$ cat src/rtl/codec_bridge_pkg.sv
package codec_bridge_pkg;
  localparam int REG_W = 8;

  function automatic logic [REG_W-1:0] reg_default(input int unsigned idx);
    case (idx)
      1:       return 8'hFC;
      2:       return 8'h1B;
      3:       return 8'h20;
      5:       return 8'h80;
      8:       return 8'hFF;
      9:       return 8'h1F;
      10:      return 8'h3F;
      12, 13, 14, 15: return 8'h06;
      21:      return 8'h34;
      22:      return 8'h07;
      23:      return 8'h44;
      24:      return 8'h1F;
      default: return 8'h00;
    endcase
  endfunction
endpackage

$ cat src/rtl/codec_reg_bank.sv
module codec_reg_bank
  import codec_bridge_pkg::*;
#(
  parameter int NUM_REGS = 28,
  parameter int AW       = 7
) (
  input  logic             clk_i,
  input  logic             rst_ni,
  input  logic             wr_en_i,
  input  logic [AW-1:0]    wr_addr_i,
  input  logic [REG_W-1:0] wr_data_i,
  input  logic [AW-1:0]    rd_addr_i,
  input  logic [REG_W-1:0] status_i,
  output logic [REG_W-1:0] rd_data_o
);
  localparam int IW = $clog2(NUM_REGS);

  logic [REG_W-1:0] regs [1:NUM_REGS-1];
  logic             rd_hit;

  // register 0 is not stored: it is the live status byte
  always_ff @(posedge clk_i or negedge rst_ni) begin
    if (!rst_ni) begin
      for (int i = 1; i < NUM_REGS; i++) regs[i] <= reg_default(i);
    end else begin
      for (int i = 1; i < NUM_REGS; i++)
        if (wr_en_i && wr_addr_i == AW'(i)) regs[i] <= wr_data_i;
    end
  end

  assign rd_hit = (rd_addr_i < AW'(NUM_REGS));

  always_comb begin
    rd_data_o = '0;
    if (rd_addr_i == '0)  rd_data_o = status_i;
    else if (rd_hit)      rd_data_o = regs[rd_addr_i[IW-1:0]];
  end

  // a register moves only on a write aimed at its own address
  for (genvar g = 1; g < NUM_REGS; g++) begin : g_chk
    a_r9_untouched_stable: assert property (@(posedge clk_i) disable iff (!rst_ni)
      !(wr_en_i && wr_addr_i == AW'(g)) |=> $stable(regs[g]));
  end
endmodule

$ cat src/rtl/codec_cmd_ctrl.sv
module codec_cmd_ctrl #(
  parameter int AW         = 7,
  parameter int WR_CYC     = 4,
  parameter int SETTLE_CYC = 6
) (
  input  logic          clk_i,
  input  logic          rst_ni,
  input  logic          cmd_we_i,
  input  logic          cmd_strobe_i,
  input  logic [AW-1:0] cmd_addr_i,
  input  logic [7:0]    cmd_data_i,
  output logic          busy_o,
  output logic [AW-1:0] sel_addr_o,
  output logic          commit_o,
  output logic [7:0]    wr_data_o,
  output logic          settled_o
);
  localparam int WCW = $clog2(WR_CYC + 1);
  localparam int SCW = $clog2(SETTLE_CYC + 1);

  logic           busy_q;
  logic [WCW-1:0] wcnt_q;
  logic [SCW-1:0] scnt_q;
  logic [AW-1:0]  addr_q;
  logic [7:0]     wdata_q;
  logic           accept;

  assign accept = cmd_we_i && !busy_q;

  always_ff @(posedge clk_i or negedge rst_ni) begin
    if (!rst_ni) begin
      busy_q  <= 1'b0;
      wcnt_q  <= '0;
      scnt_q  <= '0;
      addr_q  <= '0;
      wdata_q <= '0;
    end else if (accept) begin
      addr_q <= cmd_addr_i;
      scnt_q <= SCW'(SETTLE_CYC - 1);
      if (cmd_strobe_i) begin
        busy_q  <= 1'b1;
        wcnt_q  <= WCW'(WR_CYC - 1);
        wdata_q <= cmd_data_i;
      end
    end else begin
      if (scnt_q != '0) scnt_q <= scnt_q - 1'b1;
      if (busy_q) begin
        if (wcnt_q == '0) busy_q <= 1'b0;
        else              wcnt_q <= wcnt_q - 1'b1;
      end
    end
  end

  assign busy_o     = busy_q;
  assign sel_addr_o = addr_q;
  assign commit_o   = busy_q && (wcnt_q == '0);
  assign wr_data_o  = wdata_q;
  assign settled_o  = (scnt_q == '0);

  a_r4_addr_frozen_busy: assert property (@(posedge clk_i) disable iff (!rst_ni)
    busy_q && cmd_we_i |=> $stable(addr_q));
  a_r3_busy_min_len: assert property (@(posedge clk_i) disable iff (!rst_ni)
    $rose(busy_q) && (WR_CYC > 1) |=> busy_q);
  a_r3_commit_ends_busy: assert property (@(posedge clk_i) disable iff (!rst_ni)
    commit_o |=> !busy_q);
endmodule

$ cat src/rtl/codec_reg_bridge.sv
module codec_reg_bridge
  import codec_bridge_pkg::*;
#(
  parameter int NUM_REGS   = 28,
  parameter int WR_CYC     = 4,
  parameter int SETTLE_CYC = 6,
  parameter int OFFS_W     = 4
) (
  input  logic              clk_i,
  input  logic              rst_ni,
  input  logic              bus_valid_i,
  input  logic              bus_we_i,
  input  logic [OFFS_W-1:0] bus_addr_i,
  input  logic [31:0]       bus_wdata_i,
  output logic [31:0]       bus_rdata_o,
  input  logic [7:0]        status_i,
  input  logic              irq_i
);
  localparam int AW = 7;

  logic             cmd_sel, dat_sel, cmd_we;
  logic             busy, commit, settled;
  logic [AW-1:0]    sel_addr;
  logic [7:0]       wr_data;
  logic [REG_W-1:0] bank_rd, data_q;
  logic             unused_wbits;

  assign cmd_sel      = (bus_addr_i == OFFS_W'(0));
  assign dat_sel      = (bus_addr_i == OFFS_W'(4));
  assign cmd_we       = bus_valid_i && bus_we_i && cmd_sel;
  assign unused_wbits = ^{bus_wdata_i[31:17], bus_wdata_i[15]};

  codec_cmd_ctrl #(.AW(AW), .WR_CYC(WR_CYC), .SETTLE_CYC(SETTLE_CYC)) u_ctrl (
    .clk_i        (clk_i),
    .rst_ni       (rst_ni),
    .cmd_we_i     (cmd_we),
    .cmd_strobe_i (bus_wdata_i[16]),
    .cmd_addr_i   (bus_wdata_i[14:8]),
    .cmd_data_i   (bus_wdata_i[7:0]),
    .busy_o       (busy),
    .sel_addr_o   (sel_addr),
    .commit_o     (commit),
    .wr_data_o    (wr_data),
    .settled_o    (settled)
  );

  codec_reg_bank #(.NUM_REGS(NUM_REGS), .AW(AW)) u_bank (
    .clk_i     (clk_i),
    .rst_ni    (rst_ni),
    .wr_en_i   (commit),
    .wr_addr_i (sel_addr),
    .wr_data_i (wr_data),
    .rd_addr_i (sel_addr),
    .status_i  (status_i),
    .rd_data_o (bank_rd)
  );

  // read byte is captured only once the select has settled
  always_ff @(posedge clk_i or negedge rst_ni) begin
    if (!rst_ni)      data_q <= '0;
    else if (settled) data_q <= bank_rd;
  end

  always_comb begin
    bus_rdata_o = '0;
    if (cmd_sel) bus_rdata_o = {15'd0, busy, 1'b0, sel_addr, 8'd0};
    else if (dat_sel) bus_rdata_o = {23'd0, irq_i, data_q};
  end

  a_r6_hold_unsettled: assert property (@(posedge clk_i) disable iff (!rst_ni)
    !settled |=> $stable(data_q));
  a_r9_high_reads_zero: assert property (@(posedge clk_i) disable iff (!rst_ni)
    (sel_addr >= AW'(NUM_REGS)) |-> (bank_rd == '0));
endmodule

$ cat config.mk
export PLATFORM = sky130hd
export DESIGN_NAME = codec_reg_bridge
export DESIGN_NICKNAME = d
export VERILOG_FILES = /design/src/rtl/codec_bridge_pkg.sv /design/src/rtl/codec_reg_bank.sv /design/src/rtl/codec_cmd_ctrl.sv /design/src/rtl/codec_reg_bridge.sv
export SDC_FILE = /design/constraint.sdc
export NUM_CORES = 1
export LEC_CHECK = 0
export ABC_AREA = 1
export BUFFER_PORTS_ARGS = -buffer_cell sky130_fd_sc_hd__buf_4
export CELL_PAD_IN_SITES_DETAIL_PLACEMENT = 0
export CELL_PAD_IN_SITES_GLOBAL_PLACEMENT = 1
export CORE_ASPECT_RATIO = 1.4
export CORE_MARGIN = 1.5
export CORE_UTILIZATION = 48
export CTS_CLUSTER_DIAMETER = 80
export CTS_CLUSTER_SIZE = 16
export DETAILED_ROUTE_END_ITERATION = 10
export GPL_TIMING_DRIVEN = 0
export PLACE_DENSITY_LB_ADDON = 0.1
export SLEW_MARGIN = 20
export SYNTH_ARGS = -nofsm -noshare
export SYNTH_HDL_FRONTEND = slang
export SYNTH_SLANG_ARGS = --single-unit
$ cat constraint.sdc
create_clock -name clk_i -period 4.75 [get_ports clk_i]
set_input_delay 0.475 -clock clk_i [delete_from_list [all_inputs] [get_ports clk_i]]
set_output_delay 0.475 -clock clk_i [all_outputs]
set_load 0.05 [all_outputs]
==> impl_results.md, run 1 <==
* Status: complete, no violations
* Row count at 67
* Final hold slack at 0.179 ns
* CP most frequent cell: buf_2
* Final setup TNS at 0 ns
* Final min period at 2.86 ns
* CTS resizes at 0
* Crit-path cells: buf_2 > inv_2 > buf_2 > buf_1 > nor2_1 > buf_4
* First-pass GRT wire length at 57.8 mm
* Core Region at 24,100 um^2
* Vias post-DR at 10,400
* Worst-path clk slew at 0.07 ns
* Chip width at 135 um
* TritonCTS clock tree: built
* Final hold viol count at 0
* Critical-path maximum fanout at 10
* Critical Path RT at 4.28 ns
* Worst EP arrival at 2.39 ns
* Gpl congestion at 0.948
* Cell Area, Synth at 11,800 um^2
* Layout cells sized above 1 at 11.8%
* Die Area at 25,500 um^2
* Fmax at 0.350 GHz
* Root Driver: clkbuf_16
* Most Crowded Layer GR: met2
* NumNets Final at 1,687
* Final Setup Violations at 0
* Delay-heaviest family, CP: buffers and inverters
* Slowest cell on the critical path: buf_1
* Initial Util at 48.9%
* Highest-count cells in the layout ignoring fill and taps: 728 x nand2_1, 221 x o21ai_0, 194 x dfrtp_1
* Yosys reg bits at 246
* Diodes inserted at 0
* Slew HR at 45.3%
* Final critical-path share of the clock period at 60.2%
* Cell Count, Final, Fillers Out at 1,957
* Average cell area after synthesis at 7.61 um^2
* Area grow syn2layout at 12.1%
* DRC Markers at 0
* Max-slew violations at 0
* Worst-Skew Late Latency at 0.52 ns
* Ys Warns at 0
* Peak supply drop at 335 uV
* Post-route cell area at 13,200 um^2
* Hold_buf cts at 1
* Wirelength per Cell at 18.8 um
* Port-buffer cells at 48
* Delay of the slowest critical-path stage at 0.45 ns
* Cell count after synthesis at 1,547
* Filler cells at 2,387
* Vias in the first global route at 9,909
* DRT antenna net count at 0
* Leak at 6.43 nW
* H-Tree Level Count at 1
* Seq/Total Area, Yosys at 52.8%
* Reg area at 6220 um^2
* Pwr Density at 368 nW/um^2
* Met3 usage at 2.34%
* DP Wirelength at 26.7 mm
* Post-CTS setup buffer count at 0
* Grt ovf at 0
* Most common cell after layout, fill and taps aside: nand2_1
* Max cap viols at 0
* Post-synth cell types at 30
* Initial antenna violation count at 0
* Hold/Removal Path Class: in2reg
* Drt initial violations at 868
* Total placed cells including tap cells at 1,922
* RSZ-0062 raised after global routing: false
* Worst setup EP type: primary output
* Met2 GRT Util at 49.5%
* Final WL at 36.8 mm
* GR Util All Layers at 29.8%
* Pin count of the biggest net entering global routing at 87
* M1 GR Usage at 40.4%
* Die Height at 188 um
* Startpoint class of the critical path: flop
* Measured slew at the worst slew-check pin at 0.821 ns
* Top-level I/O count at 81
* Placed cell area at 12,600 um^2
* Vias/cell at 5.31
* Final Skew at 0.0160 ns
* Clock Sink Count at 246
* Number of detailed-route iterations in the first pass at 7
* Clock Path Buffers at 3
* CP bufs+invs at 5
* Inserted Clock Buffers at 19
* Multi-input gate area at 4890 um^2
* Critical Setup Path Class: reg2out
-- per-layer routing --
metal	part of all wire, %	up-vias
met5	0	-
met2	49	283
met3	5.0	72
met1	42	5003
li1	-	5042
met4	4.2	0
-- registers in the layout, summed over array words and instances (netlist names) --
signal             count
u_ctrl.wcnt_q          3
u_ctrl.wr_data_o       8
u_ctrl.busy_o          1
u_ctrl.scnt_q          3
data_q                 8
u_ctrl.sel_addr_o      7
u_bank.regs          216
-- worst reg2reg max path, delay by kind of cell (launching register included) --
kind | cells | cell delay [ns]
fa+ha+maj | 1 | 0.16
flops | 1 | 0.37
simple gates | 3 | 0.86
buf+inv | 4 | 0.81
compound gates | 1 | 0.07
-- synth_stat cells (all sizes together) --
master / instances / area, um^2
o21ai: 235 / 1180
ha: 4 / 50.1
clkinv: 1 / 3.75
inv: 57 / 214
xor2: 1 / 8.76
conb: 1 / 3.75
buf: 55 / 314
dfrtp: 194 / 4850
nand3b: 1 / 7.51
dfstp: 52 / 1370
nand3: 47 / 240
o31ai: 1 / 7.51
nand4: 15 / 119
nor4: 2 / 12.5
clkbuf: 49 / 184
nor2: 70 / 293
o22ai: 1 / 6.26
xnor2: 1 / 8.76
a21oi: 25 / 125
nand2: 728 / 2730
nor3: 7 / 46.3
-- path summary, 6_finish.rpt --
kind	startpoint	end	slack, ns	cells after the start
max	u_ctrl.sel_addr_o[1]	bus_rdata_o[9]	1.89	6
min	bus_wdata_i[14]	u_ctrl.sel_addr_o[6]	0.18	3
max reg2reg	u_ctrl.wcnt_q[0]	u_bank.regs[102]	2.35	9
min reg2reg	u_bank.regs[201]	u_bank.regs[201]	0.48	2
max in group asynchronous	rst_ni	u_bank.regs[212]	3.37	3
min in group asynchronous	rst_ni	u_bank.regs[43]	0.48	2
-- metrics by stage --
| step | util [%] | setup slack, ns | power (mW) |
|---|---|---|---|
| 6_report | 54.8 | 1.89 | 4.86 |
| 5_1_grt | 54.8 | 1.80 | 5.08 |
| 4_1_cts | 54.8 | 1.91 | 4.88 |
| 3_5_place_dp | 52.5 | 2.34 | 3.36 |
| 3_3_place_gp | 52.3 | 1.23 | 3.34 |
| 2_1_floorplan | - | 2.62 | 2.91 |
-- logic make-up after synthesis --
| family | after synthesis | synth area share, % |
|---|---|---|
| xor+xnor | 2 | 0.149 |
| simple gates | 870 | 29.3 |
| flops | 246 | 52.8 |
| fa+ha+maj | 4 | 0.425 |
| other cells | 1 | 0.0319 |
| buf+inv | 162 | 6.08 |
| compound gates | 262 | 11.2 |
-- area by class of cell --
cell class                 instances  area share (%)
clock inverter                     2           0.152
sequential                       246            47.1
inverter                          58            1.65
multi-input combinational       1154            37.1
buffer                           104            3.77
timing repair buffer              51            3.28
tap                              310            2.94
clock buffer                      32            3.97
-- where the power goes --
part	switching, mW	internal [mW]	total [mW]
clock	0.767	0.762	1.53
sequential	0.0555	2.19	2.25
combinational	0.852	0.233	1.08
No activity file was read; power rests on OpenSTA's default activity.
==> run 2: changes to the inputs <==
- CORE_UTILIZATION: 48 -> 41
- clock period: 4.75 -> 2.5 ns (I/O delays scaled with it)
==> run 2 against run 1 <==
  * Combinational power is 95% higher
  * Clock-buffer cell count fell by 1
  * The run now ends with hold timing left
  * Clock power rose by 92%
  * Core utilization is 7.4 points lower
  * Worst hold slack worse by 0.18 ns
  * Routed wire length is 5.3% higher
  * Final cell count rose by 4.0%
  * Global-route usage decreased by 3.2 points
==> impl_results.md, run 2 (synthesis results as in run 1) <==
* DRC Markers at 0
* Die Height at 204 um
* Fmax at 0.412 GHz
* Vias/cell at 5.08
* NumNets Final at 1,701
* Row count at 73
* Diodes inserted at 0
* Final critical-path share of the clock period at 97.0%
* H-Tree Level Count at 1
* Final WL at 38.8 mm
* Gpl congestion at 0.875
* First-pass GRT wire length at 60.0 mm
* Largest reg by FF count: u_bank.regs
* Status: finished with violations
* Worst EP arrival at 2.17 ns
* Reg power frac at 45.9%
* Max cap viols at 0
* Critical Setup Path Class: reg2out
* Peak supply drop at 571 uV
* DP Wirelength at 28.1 mm
* Critical Path RT at 2.25 ns
* Clock Path Buffers at 3
* Hold/Removal Path Class: in2reg
* Die Area at 29,800 um^2
* Final hold viol count at 1
* Worst-path clk slew at 0.08 ns
* Startpoint class of the critical path: flop
* Vias in the first global route at 9,899
* Final setup TNS at 0 ns
* Chip width at 146 um
* Worst setup EP type: primary output
* M1 GR Usage at 34.7%
* Internal at 6.07 mW
* Pin count of the biggest net entering global routing at 88
* Grt ovf at 0
* Measured slew at the worst slew-check pin at 0.825 ns
* Failing checks: hold timing
* Final min period at 2.42 ns
* RSZ-0062 raised after global routing: true
* Final hold slack at -0.000611 ns
* DRT antenna net count at 0
* Number of detailed-route iterations in the first pass at 5
* Met2 GRT Util at 45.3%
* Inserted Clock Buffers at 19
* Comb pwr share at 22.6%
* Most Crowded Layer GR: met2
* Root Driver: clkbuf_16
* Most common cell after layout, fill and taps aside: nand2_1
* Power Total at 9.31 mW
* Clk pwr share at 31.5%
* Vias post-DR at 10,300
* GR Util All Layers at 26.5%
* Crit-path cells: buf_2 > inv_2 > buf_2 > buf_4 > o22ai_1 > buf_4
* Initial antenna violation count at 0
* Wirelength per Cell at 19.1 um
* Worst-Skew Late Latency at 0.52 ns
* Port-buffer cells at 48
* Critical-path maximum fanout at 10
* Reg area at 6220 um^2
* Top-level I/O count at 81
* Slowest cell on the critical path: dfrtp_1
* Clock Sink Count at 246
* Pwr Density at 693 nW/um^2
* TritonCTS clock tree: built
* Initial Util at 41.6%
* Drt initial violations at 724
* Largest register FFs at 216
* Layout Utilization at 47.5%
* Multi-input gate area at 4890 um^2
* Met3 usage at 2.84%
* Sw frac at 34.8%
* Core Region at 28,300 um^2
* Layout cells sized above 1 at 11.9%
* Leak at 6.50 nW
* Delay-heaviest family, CP: buffers and inverters
* Final Setup Violations at 0
* Slew HR at 45.0%
* Highest-count cells in the layout ignoring fill and taps: 728 x nand2_1, 221 x o21ai_0, 194 x dfrtp_1
* Max-slew violations at 0
* Final Skew at 0.0121 ns
* Filler cells at 2,930
* Area grow syn2layout at 14.1%
* Psw at 3.24 mW
* Delay of the slowest critical-path stage at 0.36 ns
* CP bufs+invs at 5
-- run 2: cell count changes in the layout (fill, tap and decap cells not counted), sizes merged --
cell | before | now
buf | 105 | 104
dlygate4sd3 | 1 | 15
-- run 2: worst reg2reg max path: stages, from the launching register on --
cell,delay (ns)
dfrtp_1,0.33
buf_2,0.25
buf_2,0.32
clkbuf_1,0.57
nand2_1,0.12
nand2_1,0.10
nand3_1,0.06
nand3_1,0.14
nor2_1,0.05
nand2_1,0.10
nand3_1,0.13
a21oi_1,0.15
-- run 2: repair_timing --
action,in CTS,in global routing
hold buffers,15,0
cloned,0,0
hold endpoints to repair,73,0
pin swaps,0,1
endpoints found under the setup margin,2,46
gates resized for setup,1,5
setup buffers,0,1
-- run 2: final timing paths --
| kind | slack (ns) | endpoint | startpoint | depth (start not counted) |
|---|---|---|---|---|
| max | 0.08 | bus_rdata_o[8] | u_ctrl.sel_addr_o[0] | 6 |
| min | -0.0006 | u_ctrl.wr_data_o[3] | bus_wdata_i[3] | 3 |
| max reg2reg | 0.11 | data_q[3] | u_ctrl.sel_addr_o[0] | 11 |
| min reg2reg | 0.48 | u_bank.regs[200] | u_bank.regs[200] | 2 |
| max in group asynchronous | 1.32 | u_bank.regs[28] | rst_ni | 3 |
| min in group asynchronous | 0.29 | u_bank.regs[46] | rst_ni | 2 |
-- run 2: metrics by stage --
step / worst slack (ns) / cell area, um^2 / std cells
floorplan: 0.599 / 11800 / 1562
global placement: -0.870 / 12700 / 1985
detailed placement: 0.0933 / 12700 / 1987
CTS: 0.0702 / 13400 / 2034
global route: -0.0123 / 13400 / 2035
finish: 0.0751 / 13400 / 2035
-- run 2: cell type report --
| cell class | count | share of cell area [%] |
|---|---|---|
| repair buffers | 66 | 4.41 |
| inverters | 58 | 1.62 |
| multi-input cells | 1154 | 36.4 |
| clock inverters | 2 | 0.149 |
| plain buffers | 103 | 3.74 |
| clock buffers | 31 | 3.87 |
| well taps | 375 | 3.49 |
| flip-flops and latches | 246 | 46.3 |
-- run 2: per-layer routing --
layer  vias up  share of wire (%)
met5         -                  0
met4         0                3.9
met3        57                4.8
met2       260                 49
met1      4952                 42
li1       5061                  -
-- run 2: power by group through the flow --
| stage | logic, mW | clock network [mW] | registers, mW |
|---|---|---|---|
| 2_1_floorplan | 1.21 | 0 | 4.32 |
| 3_3_place_gp | 2.05 | 0 | 4.34 |
| 3_5_place_dp | 2.07 | 0 | 4.35 |
| 4_1_cts | 2.10 | 3.01 | 4.27 |
| 5_1_grt | 2.29 | 3.16 | 4.29 |
| 6_report | 2.11 | 2.93 | 4.27 |
